### src/rtl/circ_conv_pkg.sv
package circ_conv_pkg;

  // Width of a widened result element: product width plus headroom for
  // N column terms plus one bit for the fold addition.
  function automatic int result_width(input int w, input int n);
    return 2 * w + $clog2(n) + 1;
  endfunction

  // Number of linear-convolution terms for length n.
  function automatic int linear_terms(input int n);
    return 2 * n - 1;
  endfunction

endpackage

### src/rtl/cconv_products.sv
module cconv_products #(
  parameter int N = 4,
  parameter int W = 8
) (
  input  logic [N*W-1:0]     x_vec,
  input  logic [N*W-1:0]     h_vec,
  output logic [N*N*2*W-1:0] prod
);
  localparam int PW = 2 * W;

  // prod entry (i*N + j) holds x(i) * h(j)
  for (genvar i = 0; i < N; i++) begin : g_row
    for (genvar j = 0; j < N; j++) begin : g_col
      if (W == 1) begin : g_and
        assign prod[(i*N+j)*PW +: PW] = {1'b0, x_vec[i] & h_vec[j]};
      end else begin : g_mul
        assign prod[(i*N+j)*PW +: PW] =
          PW'(x_vec[i*W +: W]) * PW'(h_vec[j*W +: W]);
      end
    end
  end

endmodule

### src/rtl/cconv_columns.sv
module cconv_columns #(
  parameter int N  = 4,
  parameter int W  = 8,
  parameter int OW = 19
) (
  input  logic [N*N*2*W-1:0]     prod,
  output logic [(2*N-1)*OW-1:0]  cols
);
  localparam int PW = 2 * W;
  localparam int NT = 2 * N - 1;

  // Column k gathers every product whose indices sum to k.
  for (genvar k = 0; k < NT; k++) begin : g_term
    logic [OW-1:0] acc;
    always_comb begin
      acc = '0;
      for (int i = 0; i < N; i++) begin
        if ((k - i) >= 0 && (k - i) < N) begin
          acc = acc + OW'(prod[(i*N + (k - i))*PW +: PW]);
        end
      end
    end
    assign cols[k*OW +: OW] = acc;
  end

endmodule

### src/rtl/cconv_fold.sv
module cconv_fold #(
  parameter int N  = 4,
  parameter int OW = 19
) (
  input  logic [(2*N-1)*OW-1:0] cols,
  output logic [N*OW-1:0]       y_vec
);

  for (genvar n = 0; n < N; n++) begin : g_out
    if (n == N - 1) begin : g_mid
      assign y_vec[n*OW +: OW] = cols[n*OW +: OW];
    end else begin : g_wrap
      assign y_vec[n*OW +: OW] = cols[n*OW +: OW] + cols[(n+N)*OW +: OW];
    end
  end

endmodule

### src/rtl/circ_conv_fold.sv
module circ_conv_fold #(
  parameter int N = 4,
  parameter int W = 8
) (
  input  logic                 clk,
  input  logic                 rst,
  input  logic                 in_valid,
  output logic                 in_ready,
  input  logic [N*W-1:0]       x_in,
  input  logic [N*W-1:0]       h_in,
  output logic                 out_valid,
  input  logic                 out_ready,
  output logic [N*(2*W+$clog2(N)+1)-1:0] y_out
);
  localparam int OW = circ_conv_pkg::result_width(W, N);
  localparam int PW = 2 * W;
  localparam int NT = circ_conv_pkg::linear_terms(N);

  logic [N*N*PW-1:0] prod;
  logic [NT*OW-1:0]  cols;
  logic [N*OW-1:0]   y_comb;
  logic              accept;

  cconv_products #(.N(N), .W(W)) u_prod (
    .x_vec (x_in),
    .h_vec (h_in),
    .prod  (prod)
  );

  cconv_columns #(.N(N), .W(W), .OW(OW)) u_cols (
    .prod (prod),
    .cols (cols)
  );

  cconv_fold #(.N(N), .OW(OW)) u_fold (
    .cols  (cols),
    .y_vec (y_comb)
  );

  assign in_ready = !out_valid || out_ready;
  assign accept   = in_valid && in_ready;

  always_ff @(posedge clk) begin
    if (rst) begin
      out_valid <= 1'b0;
      y_out     <= '0;
    end else if (accept) begin
      out_valid <= 1'b1;
      y_out     <= y_comb;
    end else if (out_ready) begin
      out_valid <= 1'b0;
    end
  end

endmodule

### config.mk
export PLATFORM = sky130hd
export DESIGN_NAME = circ_conv_fold
export DESIGN_NICKNAME = d
export VERILOG_FILES = /design/src/rtl/circ_conv_pkg.sv /design/src/rtl/cconv_products.sv /design/src/rtl/cconv_columns.sv /design/src/rtl/cconv_fold.sv /design/src/rtl/circ_conv_fold.sv
export SDC_FILE = /design/constraint.sdc
export NUM_CORES = 2
export LEC_CHECK = 0
export BUFFER_PORTS_ARGS = -buffer_cell sky130_fd_sc_hd__buf_2
export CAP_MARGIN = 20
export CORE_MARGIN = 1.5
export CORE_UTILIZATION = 55
export DETAILED_ROUTE_END_ITERATION = 7
export GPL_ROUTABILITY_DRIVEN = 0
export GPL_TIMING_DRIVEN = 0
export PLACE_DENSITY = 0.75
export SLEW_MARGIN = 20
export SYNTH_ARGS = -nofsm -noshare
export SYNTH_HDL_FRONTEND = slang
export SYNTH_SLANG_ARGS = --single-unit
### constraint.sdc
create_clock -name clk -period 23 [get_ports clk]
set_input_delay 4.6 -clock clk [delete_from_list [all_inputs] [get_ports clk]]
set_output_delay 4.6 -clock clk [all_outputs]
set_load 0.03 [all_outputs]
==> metrics.txt <==
r2r setup slk 20550 ps; initial antenna violation count 17; Chip Height roughly 270 um; GRT overflow 0; Post-DRT Antenna Nets 0; final worst-path cycle share 0.666; Via Count 33400; worst min-delay path category reg2reg; CTS Hold Buffers Added 0; synthesized flop and latch total 76; Setup CP Type in2reg; Setup crit end y_out[73]$_SDFFE_PP0P_; # setup viols final 0; Initial Util 0.558; die area 74600 um^2; Mapped Cells roughly 4600; Vias per Instance 5.83; Post-synth EDFFs 0; TritonCTS Sinks 76; first-pass GRT wire length 213000 um; Mapped Area 40100 um^2; Worst Hold Launch y_out[9]$_SDFFE_PP0P_; num rows 98; Final HPWL DP 114000 um; ys async rst share 0; ratio of cells with drive above 1 in the final layout 0.0408; worst path required time 23250 ps; CP Launch Type primary input; Max Slew Vio Count 0; Core ar. 71900 um^2; gr busiest metal met2; # IOs 146; total wire length between 100000 and 150000 um; worst setup path startpoint x_in[1]; CTS H-tree depth 3; clock root buffer clkbuf_16; post-synth cell types 72; Avg Cell Area, Syn between 8 and 9 um^2; status finished, final reports clean; Worst-path clk slew around 60 ps; clock skew 10.5 ps; slew margin rel. 0.0931; CP dominant cell by count fa_1; Critical Path End Type register; unrepaired setup endpoints after global routing no; max-cap check violation count 0; NumNets Final 6210; Setup TNS 0 ps; global-route track usage on met3 0.153; Arr. time, crit path 15560 ps; number of global-route vias before repair 33500; final hold violations 0; port bufs 143; Post-synth top flop dfxtp_1; worst-skew pair later-pin latency around 360 ps; met1 usage 0.484; P&R area growth vs syn 5.75%; Min Hold Slack 448 ps; Routed wire per std cell approximately 25 um; worst reg2reg path depth 6; postcts setup bufs 0; RR Endpoint y_out[64]$_SDFFE_PP0P_; R2R Path Start out_valid$_SDFFE_PP0P_; met2 Use GR 0.554; Post-route DRC 0; gr usage total 0.397; Worst Tran Pin Value 1360 ps; TritonRoute pass-1 iters 6; Starting DRT DRC Count 3992; CTS tree yes; Tmin final 15310 ps; largest net degree at the start of global routing 16; CP max-delay cell clkbuf_1; syn_nets 6054; CP max stage delay 970 ps; post-synthesis sequential area ratio 0.0379; CTS buffer count 9; PostCTS Resize Cnt 0; Die Width 273 um; Max Fclk 65.3 MHz; Syn. warnings 0; CP max FO 10; CTS Buffer Depth 2
-- synth_stat cells (4+ instances only) --
| library cell | count | area share |
|---|---|---|
| o22ai_1 | 4 | 0.00062 |
| or3_1 | 17 | 0.0027 |
| nor4_1 | 5 | 0.00078 |
| inv_1 | 1136 | 0.11 |
| xor2_1 | 21 | 0.0046 |
| dfxtp_1 | 76 | 0.038 |
| a21oi_1 | 113 | 0.014 |
| o2111ai_1 | 5 | 0.0011 |
| o21ai_0 | 56 | 0.0070 |
| fa_1 | 854 | 0.43 |
| nand3_1 | 35 | 0.0044 |
| a21o_1 | 32 | 0.0060 |
| ha_1 | 540 | 0.17 |
| nor4b_1 | 4 | 0.00087 |
| o211ai_1 | 23 | 0.0043 |
| clkbuf_1 | 215 | 0.020 |
| xnor2_1 | 33 | 0.0072 |
| buf_1 | 9 | 0.00084 |
| a211o_1 | 5 | 0.0011 |
| or2_2 | 6 | 0.00094 |
| nor2_1 | 56 | 0.0052 |
| and3_1 | 12 | 0.0019 |
| nor3_1 | 30 | 0.0037 |
| o21a_1 | 26 | 0.0049 |
| o31a_1 | 6 | 0.0013 |
| a211oi_1 | 19 | 0.0036 |
| nor2b_1 | 13 | 0.0020 |
| and2_1 | 572 | 0.089 |
| nand2_1 | 571 | 0.053 |
| nand2b_1 | 14 | 0.0022 |
| a31oi_1 | 8 | 0.0012 |
| nand4_1 | 10 | 0.0016 |
-- state kept, by name, indices dropped and copies added (netlist names) --
register	cells
out_valid	1
y_out	75
-- cell usage in the layout, fill, tap and decap left out, types with 9 or more instances in the layout --
cell / synthesis / routed
o211ai_1: 23 / 23
a211oi_1: 19 / 19
nand3_1: 35 / 35
ha_1: 540 / 540
nand2_1: 571 / 571
nor2b_1: 13 / 13
a21o_1: 32 / 32
clkbuf_2: 0 / 12
nor3_1: 30 / 30
nand4_1: 10 / 10
and2_1: 572 / 572
xor2_1: 21 / 21
dfxtp_1: 76 / 76
xnor2_1: 33 / 33
buf_2: 3 / 146
and3_1: 12 / 12
or3_1: 17 / 17
diode_2: 0 / 23
fa_1: 854 / 854
o21ai_0: 56 / 56
clkbuf_1: 215 / 203
nor2_1: 56 / 56
inv_1: 1136 / 1136
a21oi_1: 113 / 113
clkbuf_16: 0 / 9
o21a_1: 26 / 26
buf_1: 9 / 9
nand2b_1: 14 / 14
-- stage by stage --
step                      setup WS [ps]  instance area, um^2  std cells  utilization
final                              7690                42400       5726        0.591
after global routing               7720                42400       5708        0.590
after CTS                          8380                42400       5702        0.589
after detailed placement           8060                42000       5686        0.585
after global placement             8130                42000       5685        0.585
after floorplan                   10480                40100       4592            -
-- metal layers --
layer / wire, um / vias up
met4: 15300 / 14
met1: 49200 / 16200
met5: 170 / -
met3: 21600 / 617
met2: 58300 / 2565
li1: - / 14000
-- cell families after synthesis --
group,count (synthesis),share of synthesized area
AOI/OAI and AO/OA,341,0.0554
xor gates and xnor gates,54,0.0118
adders and majority gates,1394,0.594
buffers and inverters,1364,0.128
DFF,76,0.0379
muxes,3,0.000780
other,1,0.0000935
and+or+nand+nor,1359,0.172
-- worst max-delay path, delay by kind of cell --
kind            cells  cell delay, ps
compound gates      5            1940
xor+xnor            1             600
fa+ha+maj          12            5520
buf+inv             8            1830
simple gates        5            1050
-- how the worst min path moves through the flow --
stage                                        end  cells past startpoint
after floorplan           y_out[26]$_SDFFE_PP0P_                      2
after global placement    y_out[25]$_SDFFE_PP0P_                      2
after detailed placement   y_out[9]$_SDFFE_PP0P_                      2
after CTS                  y_out[9]$_SDFFE_PP0P_                      2
after global routing      y_out[63]$_SDFFE_PP0P_                      2
final                      y_out[9]$_SDFFE_PP0P_                      2
-- cell type report --
type | instances | area [um^2]
Multi-Input combinational cell | 3152 | 33500
Fill cell | 6290 | 29400
Inverter | 1136 | 4260
Sequential cell | 76 | 1520
Tap cell | 950 | 1190
Buffer | 228 | 878
Timing Repair Buffer | 145 | 738
Clock buffer | 9 | 225
Clock inverter | 7 | 82.6
Antenna cell | 23 | 57.6
Power is not shown: default switching activity piles up to over one toggle a cycle in this logic, so the estimate is an artifact.
